$ cat config.mk
export PLATFORM = sky130hd
export DESIGN_NAME = osp_retrig_oneshot
export DESIGN_NICKNAME = d
export VERILOG_FILES = /design/src/rtl/osp_pkg.sv /design/src/rtl/osp_edge_det.sv /design/src/rtl/osp_trig_qual.sv /design/src/rtl/osp_pulse_cnt.sv /design/src/rtl/osp_retrig_oneshot.sv
export SDC_FILE = /design/constraint.sdc
export NUM_CORES = 1
export LEC_CHECK = 0
export BUFFER_PORTS_ARGS = -buffer_cell sky130_fd_sc_hd__buf_2
export CAP_MARGIN = 20
export CORE_ASPECT_RATIO = 0.9
export CORE_UTILIZATION = 35
export DETAILED_ROUTE_END_ITERATION = 10
export PLACE_DENSITY_LB_ADDON = 0.08
export SLEW_MARGIN = 0
export SYNTH_ARGS = -nofsm -noshare
export SYNTH_HDL_FRONTEND = slang
export SYNTH_HIERARCHICAL = 1
export SYNTH_SLANG_ARGS = --single-unit
$ cat constraint.sdc
create_clock -name clk -period 2.95 [get_ports clk]
set_input_delay 0.1475 -clock clk [delete_from_list [all_inputs] [get_ports clk]]
set_output_delay 0.1475 -clock clk [all_outputs]
set_load 0.02 [all_outputs]
$ cat src/rtl/osp_pkg.sv
package osp_pkg;

   typedef enum logic {
      EDGE_RISE = 1'b0,
      EDGE_FALL = 1'b1
   } edge_kind_e;

   typedef struct packed {
      logic lo_fall;
      logic hi_rise;
      logic clr_rise;
   } edge_set_t;

   localparam int MAX_LEN_W = 32;

endpackage

$ cat src/rtl/osp_edge_det.sv
module osp_edge_det #(
   parameter osp_pkg::edge_kind_e KIND = osp_pkg::EDGE_RISE
) (
   input  logic clk,
   input  logic rst_n,
   input  logic level_i,
   output logic edge_o
);
   // Reset level is chosen so the first sample after reset cannot form an edge.
   localparam logic RST_LEVEL = (KIND == osp_pkg::EDGE_RISE) ? 1'b1 : 1'b0;

   logic prev_q;

   always_ff @(posedge clk or negedge rst_n) begin
      if (!rst_n) prev_q <= RST_LEVEL;
      else        prev_q <= level_i;
   end

   generate
      if (KIND == osp_pkg::EDGE_RISE) begin : g_rise
         assign edge_o = level_i & ~prev_q;
      end else begin : g_fall
         assign edge_o = ~level_i & prev_q;
      end
   endgenerate

endmodule

$ cat src/rtl/osp_trig_qual.sv
module osp_trig_qual (
   input  logic               lo_n_i,
   input  logic               hi_i,
   input  logic               clear_n_i,
   input  osp_pkg::edge_set_t edges_i,
   output logic               fire_o
);
   logic gate_open;
   logic any_edge;

   // Both gates must sit at their enabling levels once the edge is seen.
   assign gate_open = ~lo_n_i & hi_i;
   assign any_edge  = edges_i.lo_fall | edges_i.hi_rise | edges_i.clr_rise;
   assign fire_o    = clear_n_i & gate_open & any_edge;

endmodule

$ cat src/rtl/osp_pulse_cnt.sv
module osp_pulse_cnt #(
   parameter int LEN_W = 8
) (
   input  logic             clk,
   input  logic             rst_n,
   input  logic             clear_n_i,
   input  logic             fire_i,
   input  logic [LEN_W-1:0] len_i,
   output logic [LEN_W-1:0] cnt_o,
   output logic             q_o,
   output logic             q_n_o
);
   localparam logic [LEN_W-1:0] ZERO = '0;
   localparam logic [LEN_W-1:0] ONE  = LEN_W'(1);

   logic [LEN_W-1:0] cnt_q;
   logic [LEN_W-1:0] cnt_nx;
   logic             load;

   assign load = fire_i & (len_i != ZERO);

   always_comb begin
      if (!clear_n_i)         cnt_nx = ZERO;
      else if (load)          cnt_nx = len_i;
      else if (cnt_q != ZERO) cnt_nx = cnt_q - ONE;
      else                    cnt_nx = cnt_q;
   end

   // Both outputs are taken from the next count, so they change on the same edge.
   always_ff @(posedge clk or negedge rst_n) begin
      if (!rst_n) begin
         cnt_q <= ZERO;
         q_o   <= 1'b0;
         q_n_o <= 1'b1;
      end else begin
         cnt_q <= cnt_nx;
         q_o   <= (cnt_nx != ZERO);
         q_n_o <= (cnt_nx == ZERO);
      end
   end

   assign cnt_o = cnt_q;

endmodule

$ cat src/rtl/osp_retrig_oneshot.sv
module osp_retrig_oneshot #(
   parameter int LEN_W = 8
) (
   input  logic             clk,
   input  logic             rst_n,
   input  logic             trig_lo_n,
   input  logic             trig_hi,
   input  logic             clear_n,
   input  logic [LEN_W-1:0] pulse_len,
   output logic             pulse_q,
   output logic             pulse_q_n
);
   generate
      if (LEN_W < 1 || LEN_W > osp_pkg::MAX_LEN_W) begin : g_bad_len_w
         $error("osp_retrig_oneshot: LEN_W out of range");
      end
   endgenerate

   osp_pkg::edge_set_t edges;
   logic               fire;
   logic [LEN_W-1:0]   cnt_q;

   osp_edge_det #(.KIND(osp_pkg::EDGE_FALL)) u_lo_edge (
      .clk(clk), .rst_n(rst_n), .level_i(trig_lo_n), .edge_o(edges.lo_fall)
   );

   osp_edge_det #(.KIND(osp_pkg::EDGE_RISE)) u_hi_edge (
      .clk(clk), .rst_n(rst_n), .level_i(trig_hi), .edge_o(edges.hi_rise)
   );

   osp_edge_det #(.KIND(osp_pkg::EDGE_RISE)) u_clr_edge (
      .clk(clk), .rst_n(rst_n), .level_i(clear_n), .edge_o(edges.clr_rise)
   );

   osp_trig_qual u_qual (
      .lo_n_i   (trig_lo_n),
      .hi_i     (trig_hi),
      .clear_n_i(clear_n),
      .edges_i  (edges),
      .fire_o   (fire)
   );

   osp_pulse_cnt #(.LEN_W(LEN_W)) u_cnt (
      .clk      (clk),
      .rst_n    (rst_n),
      .clear_n_i(clear_n),
      .fire_i   (fire),
      .len_i    (pulse_len),
      .cnt_o    (cnt_q),
      .q_o      (pulse_q),
      .q_n_o    (pulse_q_n)
   );

endmodule

# --- Word-level counts from Yosys, hierarchy flattened ---
# Cells that the tools add are included.
word_totals:
  wordCells: 26
  regBits: 13
  out_inout_bits: 2
  input_bits: 13
classes:
  mux: 3
  addsub: 1
  reduce_logical: 4
  bitwise_logic: 12
ops:
  columns: ["operator", "n"]
  rows:
  - ["8-bit 2-to-1 mux", 3]
  - ["8-bit nonzero test", 3]
  - ["8-bit logical NOT", 1]
  - ["8-bit by 1-bit subtractor with 8-bit output (second input constant)", 1]
  - ["1-bit AND", 7]
  - ["1-bit inverter", 3]
  - ["1-bit OR", 2]

# --- Depth between registers and ports, before layout ---
# Gate-level depths: netlist of the first run.
logic_depth:
  word_depth: 9
  ltp_mapped: 8
  mapped_depth_nobuf: 7

# --- By module ---
# The synthesis of the first run kept the hierarchy.
modules_own_cells:
  columns: ["mod", "seq_area_each_um2", "area_per_inst_um2", "cells_per_inst", "instances"]
  rows:
  - ["osp_pulse_cnt", 251.5, 659.4, 71, 1]
  - ["osp_edge_det (u_clr_edge ...)", 26.3, 40.0, 2, 2]
  - ["osp_edge_det (u_lo_edge)", 25.0, 38.8, 2, 1]
  - ["osp_trig_qual", 0.0, 13.8, 3, 1]

# --- Worst setup path after synthesis of the first run ---
# Ideal clock, no wire load.
synth_timing:
  path_type: "register to register"
  from: "register u_cnt.cnt_q[0], in the netlist u_cnt/cnt_o[0]"
  to: "register u_cnt.q_o"
  required_time_ps: 2812
  slack_ps: 599
  arrival_ps: 2213
  setup_ps: 138
  n_path_buf: 0
  synth_period_minus_slack_ps: 2351
  path_stages_with_launch: 8
  cell_sequence: "dfrtp_1 -> inv_1 -> ha_1 -> or4b_1 -> o21ai_0 -> o41ai_1 -> o311a_1 -> or4_1"
synth_between:
  elab_chain_cells: 5
  word_cells_on_any_way: 6
  classes_between: "1 x add/sub; 3 x mux; 2 x reduce/logical"
synth_rtl:
  columns: ["element", "line", "text"]
  rows:
  - ["start, declared", "osp_pulse_cnt.sv:16", "logic [LEN_W-1:0] cnt_q;"]
  - ["start signal, assigned", "osp_pulse_cnt.sv:36", "cnt_q <= cnt_nx;"]
  - ["8-bit by 1-bit subtractor with 8-bit output / 8-bit nonzero test (equally long branches)", "osp_pulse_cnt.sv:25", "else if (cnt_q != ZERO) cnt_nx = cnt_q - ONE;"]
  - ["8-bit 2-to-1 mux *", "osp_pulse_cnt.sv:25", null]
  - ["8-bit 2-to-1 mux *", "osp_pulse_cnt.sv:24", "else if (load) cnt_nx = len_i;"]
  - ["8-bit 2-to-1 mux *", "osp_pulse_cnt.sv:23", "if (!clear_n_i) cnt_nx = ZERO;"]
  - ["8-bit nonzero test *", "osp_pulse_cnt.sv:37", "q_o <= (cnt_nx != ZERO);"]
  - ["end signal, assigned", "osp_pulse_cnt.sv:37", null]
  - ["end, declared", "osp_pulse_cnt.sv:10", "output logic q_o,"]
# Every way passes the cells marked *; elsewhere a longest branch is shown, timed or not.

# --- Worst setup path after layout of the first run ---
# Same ends and word-level chain as after synthesis.

==> results of run 1 <==
[synthesized netlist by cell type (2+ instances only)]
library cell and instances:
sky130_fd_sc_hd__a21boi_1 3, sky130_fd_sc_hd__dfrtp_1 10, sky130_fd_sc_hd__dfstp_2 3, sky130_fd_sc_hd__inv_1 5, sky130_fd_sc_hd__nand2_1 11, sky130_fd_sc_hd__nand3_1 3
sky130_fd_sc_hd__nor2_1 2, sky130_fd_sc_hd__nor2b_4 3, sky130_fd_sc_hd__nor3_1 3, sky130_fd_sc_hd__nor4_1 3, sky130_fd_sc_hd__o211ai_1 3, sky130_fd_sc_hd__o21ai_1 2
sky130_fd_sc_hd__o31ai_1 3, sky130_fd_sc_hd__or4_4 3, sky130_fd_sc_hd__xnor2_1 2
[registers in the layout (all words and copies together) (netlist names)]
register,flops
u_clr_edge/prev_q,1
u_cnt/cnt_o,8
u_cnt/q_n_o,1
u_cnt/q_o,1
u_hi_edge/prev_q,1
u_lo_edge/prev_q,1
[where the power goes]
| part | total (mW) | leakage (nW) | switching (mW) | internal, mW |
|---|---|---|---|---|
| clock network | 0.109 | 0.0150 | 0.0566 | 0.0524 |
| logic | 0.419 | 0.243 | 0.228 | 0.191 |
| registers | 0.300 | 0.160 | 0.0601 | 0.240 |
| total | 0.828 | 0.418 | 0.344 | 0.484 |
[final timing paths]
check | startpoint | endpoint | slack [ns] | cells past startpoint
max in group asynchronous | rst_n | u_clr_edge/prev_q$_DFF_PN1_ | 2.38 | 2
hold / removal | trig_lo_n | u_lo_edge/prev_q$_DFF_PN0_ | 0.03 | 1
setup / recovery | u_cnt/cnt_o[0]$_DFF_PN0_ | u_cnt/q_o$_DFF_PN0_ | 0.45 | 7
setup reg to reg | u_cnt/cnt_o[0]$_DFF_PN0_ | u_cnt/q_o$_DFF_PN0_ | 0.45 | 7
hold reg to reg | u_cnt/cnt_o[6]$_DFF_PN0_ | u_cnt/cnt_o[6]$_DFF_PN0_ | 0.69 | 3
min in group asynchronous | rst_n | u_cnt/cnt_o[5]$_DFF_PN0_ | 0.28 | 2
[cell type report]
type                    instances  share of cell area
inverters                       5             0.02008
repair buffers                 17              0.1044
clock buffers                   4             0.02811
flip-flops and latches         13              0.3521
well taps                      25             0.03347
multi-input cells              59              0.4618
[per-stage QoR]
step	instance area [µm²]	std cells	utilization	total power [mW]
2_1_floorplan	792.0	80	-	0.6270
3_3_place_gp	888.4	117	0.4383	0.7257
3_5_place_dp	888.4	117	0.4383	0.7154
4_1_cts	934.6	123	0.4611	0.8357
5_1_grt	934.6	123	0.4611	0.9028
6_report	934.6	123	0.4611	0.8279
[kinds of logic (layout without fill, tap and decap cells)]
family          after synthesis  after routing  share of synthesized area
simple gates                 34             34                     0.2717
compound gates               21             21                     0.2243
flops                        13             13                     0.4155
buf+inv                       8             26                    0.03948
xor+xnor                      3              3                    0.03318
fa+ha+maj                     1              1                    0.01580
[worst register-to-register path, stage by stage (launching register included)]
cell,delay (ns)
sky130_fd_sc_hd__dfrtp_1,0.44
sky130_fd_sc_hd__inv_1,0.08
sky130_fd_sc_hd__ha_1,0.21
sky130_fd_sc_hd__or4b_1,0.53
sky130_fd_sc_hd__o21ai_0,0.17
sky130_fd_sc_hd__o41ai_1,0.12
sky130_fd_sc_hd__o311a_1,0.36
sky130_fd_sc_hd__or4_1,0.47
[routing by layer]
layer | vias up | routed length [µm]
met5 | - | 0
met4 | 0 | 16
met3 | 2 | 101
met2 | 26 | 796
met1 | 304 | 752
li1 | 336 | -
==> impl_summary.md, run 1 <==
Routing
Using the TritonRoute via totals, the vias-per-cell ratio works out to ~5.4. The number of antenna-violating nets in the routed design is 0. The total length of routed wires is 1666 µm.

The number of design rule violations left after detail routing is 0. The length of the first detailed-routing pass in iterations is 4. The routed length per placed instance is about 14 µm.

For this block, the initial DRC count from the detailed router was 22. The routed layout has around 670 vias.

Floorplan
In this run the core area contains 15 standard-cell rows. The I/O pin count is 15. Measured along the x axis, the die boundary spans approximately 52 µm. The initial utilization of the core area, before any placement, comes to 0.3907. The die is between 40 and 50 µm tall. The area of the core is between 0.002 and 0.0025 mm².

The floorplan step defined a die boundary enclosing around 0.0025 mm².

Global route
The met1 track utilization from global routing is 0.2130. The global-route layer with the greatest usage is met2. The via count of the first global-routing pass is roughly 620. The total grt overflow is 0. The number of antenna violations at the first check in global routing is 0. Entering global routing, the biggest net connects 14 pins. In the global route stage, met3 resource usage came out at 0.05825. The wire length of the first global-routing pass is approximately 2800 µm. For met2 alone, demand over resource in global routing was 0.2615. The total global-route track usage is 0.1662.

Layout
The multi-input combinational cells in the finished layout cover a total of approximately 430 µm². At the end of the flow, the number of nets in the layout was around 110. Leaving out fill and tap cells, the most frequent cell in the layout is sky130_fd_sc_hd__buf_2. The area growth from synthesis to layout is 18.01%. Leaving out fill and tap cells, the most frequent cells in the layout are sky130_fd_sc_hd__buf_2 (14), sky130_fd_sc_hd__nand2_1 (11), sky130_fd_sc_hd__dfrtp_1 (10), sky130_fd_sc_hd__inv_1 (5). The antenna diode count is 0. After filler insertion, the fill cell instance count of the layout stands at 201. In the final layout, the share of cells above drive strength 1 is 0.2959.

Summing all flip-flop and latch instances after layout gives around 330 µm².

Yosys
Yosys printed 6 warnings. In this run the cell area of the synthesized design comes to 792.0 µm². The commonest register cell after synthesis is sky130_fd_sc_hd__dfrtp_1.

After synthesis the netlist holds a flip-flop and latch count of 13. The share of synthesized area in the top cell type comes to 0.3160. The number of instances in the synthesized netlist is 80. A synthesized cell averages slightly below 10 µm².

The post-synth net total is 94. The sequential-to-total area share from yosys stat is 0.4155. Yosys mapped the design onto 36 distinct sky130hd cell types. The biggest area consumer among synthesized cells is sky130_fd_sc_hd__dfrtp_1. Sorting the synthesized cells by area gives the leading types as sky130_fd_sc_hd__dfrtp_1 (32%), sky130_fd_sc_hd__dfstp_2 (10%), sky130_fd_sc_hd__nand2_1 (5.2%), sky130_fd_sc_hd__nor2b_4 (5.2%), sky130_fd_sc_hd__or4_4 (4.3%). The number of flops mapped to enable cells by yosys is 0. Of all flip-flops after synthesis, the portion carrying an async set or reset was 1.000.

Placement
During placement, the flow inserted port buffers numbering 14. Summed over all nets, the half-perimeter wirelength after detailed placement is 1263 µm. The post-placement worst setup slack is between 0.4 and 0.5 ns. The final weighted congestion in routability-driven placement is roughly 0.92.

Run
Across the run, the number of max-cap violations was 0.

Worst setup path
Counting both buffers and inverters, the worst setup path holds a total of 1. On the critical path the largest part of the delay comes from simple AND/OR/NAND/NOR gates. The type of the worst setup path is reg -> reg. The critical path launch point type is a flop. The slowest stage of the critical path belongs to the cell sky130_fd_sc_hd__or4b_1. Walking the worst path, the cells encountered are inv_1, ha_1, or4b_1, o21ai_0, o41ai_1, o311a_1, or4_1. STA puts the critical path data arrival time at about 2.7 ns. Data on the critical path is required at its endpoint by slightly above 3 ns.

The worst setup path is captured at a flop. The top fanout value on the critical path is 6. The delay of the slowest cell on the worst path is about 0.53 ns.

CTS
The cell sitting at the root of the clock tree is a sky130_fd_sc_hd__clkbuf_4. The maximum level of the CTS H-tree is 1. The clock passes through at most 2 buffers. TritonCTS built the clock tree. For the worst-skew pair, the clock arrives at the later sink with an insertion delay of 0.27 ns. The clock input transition at the sequential cells of the worst setup and hold paths is about 0.080 ns. Buffers added to address setup during post-CTS repair amount to 0. Hold repair after CTS inserted 2 buffers. The post-cts sizing count is 0. The number of buffers added by the clock tree synthesis step is 3.

Counting every sink on the clock net gives 13.

Power and ir drop
In this run the static leakage power is 0.4178 nW. The cell area power density is 885.8 mW/mm². The largest vdd supply drop is roughly 0.00042 V.

Timing
The final setup violation count is 0. The final worst-path cycle share is 0.8464. The post-route clock skew is between 0.0007 and 0.0008 ns. Headroom to the max-slew limit came out at 0.7048. The actual slew at the worst max-slew pin is between 0.4 and 0.5 ns. Timing would allow up to roughly 400 MHz. Setup repair after global routing left no endpoint under its margin. Setup total negative slack on the finished layout was measured at 0 ns. Counting I/O delays and the setup requirement, the final critical path takes between 2 and 2.5 ns. The final hold slack is about 0.031 ns. The final number of max-transition violations came to 0.

The final worst setup slack is 0.4532 ns. The final hold violation count was 0.

Worst hold path
In this run the worst hold path is classified as in -> reg.

Run status
The flow ran to the end, and the final reports show no timing, DRC or antenna violations.
No activity file was read; power rests on OpenSTA's default activity.
==> inputs of run 2 (changes only) <==
Clock period 2.95 ns to 2.15 ns, I/O delays scaled along.
==> run 2 against run 1 <==
The run now ends with negative setup slack left. Design area rose by 29%. Clock power rose by 40%. Worst hold slack improved by 0.034 ns. First-iteration DRC count fell by 23%. Fmax rose by 4.4%. Die area did not move. Core utilization rose by 13 points. Sequential power rose by 32%. Register-to-register slack got worse by 0.69 ns. Wire length rose by 32%. Cell count rose by 23%.
==> impl_summary.md, run 2 (synthesized netlist as in run 1, its figures left out) <==
Run status
The flow ran to the end, but the final reports show violations. The checks that failed: negative setup slack.

Worst setup path
By startpoint and endpoint, the worst setup path is classified as reg -> reg. The slowest stage of the critical path is the sky130_fd_sc_hd__or4b_4 cell. The delay of the slowest cell on the worst path was 0.50 ns (-0.03 ns). The start of the worst register-to-register path is u_cnt/cnt_o[0]$_DFF_PN0_.

The top fanout value on the critical path is 4 (-2). The data required time of the critical path came to 2.30 ns (-0.80 ns). The buffering stage count on the worst path with inverters included is 1 (unchanged). In this run the critical register-to-register path is captured at u_cnt/q_o$_DFF_PN0_. Traced cell by cell, the critical path runs through inv_1, ha_2, or4b_4, o21ai_2, o41ai_2, o311a_1, or4_1.

The worst setup path is captured at a flop. Grouping stages by cell kind, the critical path spends the most delay in simple AND/OR/NAND/NOR gates. The critical path launch point type is a flop. The data arrival time of the critical path is 2.54 ns (-0.11 ns). The minimum setup slack among reg-to-reg paths is -0.24 ns (-0.69 ns).

The count of cells along the worst register-to-register path is 7 (unchanged).

Routing
The total length of routed wires is 2203 µm (+32%). The routed via count is 802 (+20%). The violation count after the first detailed-routing iteration is 17 (-23%).

The routed length per placed instance is 14.59 µm (+7.7%). The length of the first detailed-routing pass in iterations is 4 (unchanged). The number of design rule violations left after detail routing is 0 (unchanged). The per-cell via count in the routed design is 5.311 (-2.2%).

The number of antenna-violating nets in the routed design was 0 (unchanged).

Global route
The number of antenna violations at the first check in global routing is 0 (unchanged). The total grt overflow came to 0 (unchanged). The total global-route track usage is 0.2070 (+0.04083). The wire length of the first global-routing pass came to 3560 µm (+26%). The via count of the first global-routing pass is 789 (+26%). The pin count of the biggest net entering global routing came to 14 (unchanged).

Placement
The total instance count after detailed placement came to 138 (+18%). The HPWL reported at the end of detailed placement was 1566 µm (+24%). The instance area at placement is 0.001067 mm² (+20%). The final weighted congestion in routability-driven placement was 0.8814 (-3.8%). The number of buffers inserted by port buffering is 14 (unchanged).

Layout
The antenna diode count is 0 (unchanged). The final net count is 141 (+25%). The number of standard cells in the layout, taps in and fillers out is 151 (+23%).

The fraction of final layout cells with drive strength greater than 1 was 0.5238 (+0.2279). The share of the core filled with cells is 0.5957 (+0.1346). The leading cell type in the layout, fill and taps excluded is sky130_fd_sc_hd__buf_4. The number of flip-flops under the largest register name is 8 (unchanged). The area used by multi-input combinational logic is 489.2 µm² (+13%). The top cell types in the final layout, fill and taps aside, are sky130_fd_sc_hd__buf_4 (27), sky130_fd_sc_hd__buf_2 (14), sky130_fd_sc_hd__nand2_1 (10), sky130_fd_sc_hd__dfrtp_1 (10), sky130_fd_sc_hd__inv_1 (5). The post-route standard cell area excluding fillers is 0.001207 mm² (+29%). Relative to the synthesized area, the layout overhead comes to 52.45%. The filler cell count in the final layout is 184 (-8.5%). The storage element area was 329.1 µm² (unchanged).

Timing
The final setup violation count is 5 (+5). The final number of max-transition violations came to 0 (unchanged). Setup repair after global routing could not meet its margin everywhere. The minimum clock period is 2.391 ns (-0.1060 ns).

The highest clock frequency the design can meet is 418.3 MHz (+4.4%). The final hold slack was 0.06438 ns (+0.03373 ns). The worst slew margin relative to its limit is 0.6998 (-0.005050).

The final hold violation count came to 0 (unchanged). The final worst setup slack came to -0.2409 ns (-0.6940 ns). The actual slew at the worst max-slew pin was 0.4462 ns (+0.009179 ns). The final worst-path cycle share is 1.112 (+0.2657). The post-route clock skew is 0.0009012 ns (+0.0001180 ns).

Floorplan
The chip width was 52.14 µm (unchanged). The overall die area is 0.002457 mm² (unchanged). The I/O pin count is 15 (unchanged). The initial cell density of the core was 0.3907 (unchanged). The cell row count is 15 (unchanged). The area of the core is 0.002027 mm² (unchanged). The vertical die dimension came to 47.13 µm (unchanged).

Power and ir drop
The static leakage came to 0.5764 nW (+38%). The cell area power density was 1364 mW/mm² (+54%). The largest vdd supply drop is 0.0007021 V (+69%).

CTS
The clock input transition at the sequential cells of the worst setup and hold paths is 0.08 ns (about the same). The buffer cell driving the clock tree root is sky130_fd_sc_hd__clkbuf_4. The maximum level of the CTS H-tree is 1 (unchanged). The maximum count of clock buffers along a single path is 2 (unchanged).

The number of buffers added by the clock tree synthesis step is 3 (unchanged). The insertion delay of the later-clocked pin in the worst-skew pair is 0.28 ns (about the same). The CTS tree is done. The total number of clock tree sinks is 13 (unchanged).

Run
The number of max-cap violations is 0 (unchanged).

Worst hold path
The type of the most critical hold path is in -> reg. The startpoint of the most critical hold path is pulse_len[6]. The terminating pin of the worst hold path is u_cnt/cnt_o[6]$_DFF_PN0_. The cell depth of the worst hold path is 3 (+2).
-- run 2: worst reg2reg max path, cell delays in order (launching register included) --
cell and delay (ns):
sky130_fd_sc_hd__dfrtp_1 0.42, sky130_fd_sc_hd__inv_1 0.08, sky130_fd_sc_hd__ha_2 0.17, sky130_fd_sc_hd__or4b_4 0.50, sky130_fd_sc_hd__o21ai_2 0.16, sky130_fd_sc_hd__o41ai_2 0.11, sky130_fd_sc_hd__o311a_1 0.33, sky130_fd_sc_hd__or4_1 0.49
-- run 2: worst max path at each step --
stage                                  start             endpoint  cells past startpoint
detailed placement  u_cnt/cnt_o[0]$_DFF_PN0_  u_cnt/q_o$_DFF_PN0_                      7
floorplan           u_cnt/cnt_o[0]$_DFF_PN0_  u_cnt/q_o$_DFF_PN0_                      7
finish              u_cnt/cnt_o[0]$_DFF_PN0_  u_cnt/q_o$_DFF_PN0_                      7
CTS                 u_cnt/cnt_o[0]$_DFF_PN0_  u_cnt/q_o$_DFF_PN0_                      7
global placement    u_cnt/cnt_o[0]$_DFF_PN0_  u_cnt/q_o$_DFF_PN0_                      5
global route        u_cnt/cnt_o[0]$_DFF_PN0_  u_cnt/q_o$_DFF_PN0_                      7
-- run 2: report_power, final --
part           switching, mW  total [mW]  internal (mW)
combinational          0.497        1.10          0.600
clock                 0.0812       0.153         0.0720
sequential            0.0675       0.397          0.330
total                  0.646        1.65           1.00
-- run 2: timing repair --
action	4_1_cts	5_1_grt
hold buffers	4	0
endpoints found under the hold margin	16	0
endpoints found under the setup margin	2	4
pin swaps	1	1
resized for setup	1	5
setup buffers	4	1
-- run 2: metal layers --
layer,GRT usage,vias to the layer above,wire [µm]
met5,0,-,0
met2,0.3436,29,1076
li1,-,394,-
met4,0.08947,0,34
met3,0.07443,4,121
met1,0.2461,375,971
-- run 2: metrics by stage --
| step | total power, mW | setup TNS, ns | worst slack [ns] |
|---|---|---|---|
| floorplan | 0.9296 | -0.1270 | -0.1270 |
| global placement | 1.300 | -0.3319 | -0.1955 |
| detailed placement | 1.297 | -0.3418 | -0.2185 |
| CTS | 1.540 | -0.3929 | -0.2174 |
| global route | 1.765 | -1.160 | -0.3278 |
| finish | 1.647 | -0.5073 | -0.2409 |
-- run 2: area by class of cell --
type                       instances  share of cell area
timing repair buffer              45              0.2591
tap                               25             0.02591
inverter                           5             0.01554
sequential                        13              0.2725
multi-input combinational         59              0.4052
clock buffer                       4             0.02176
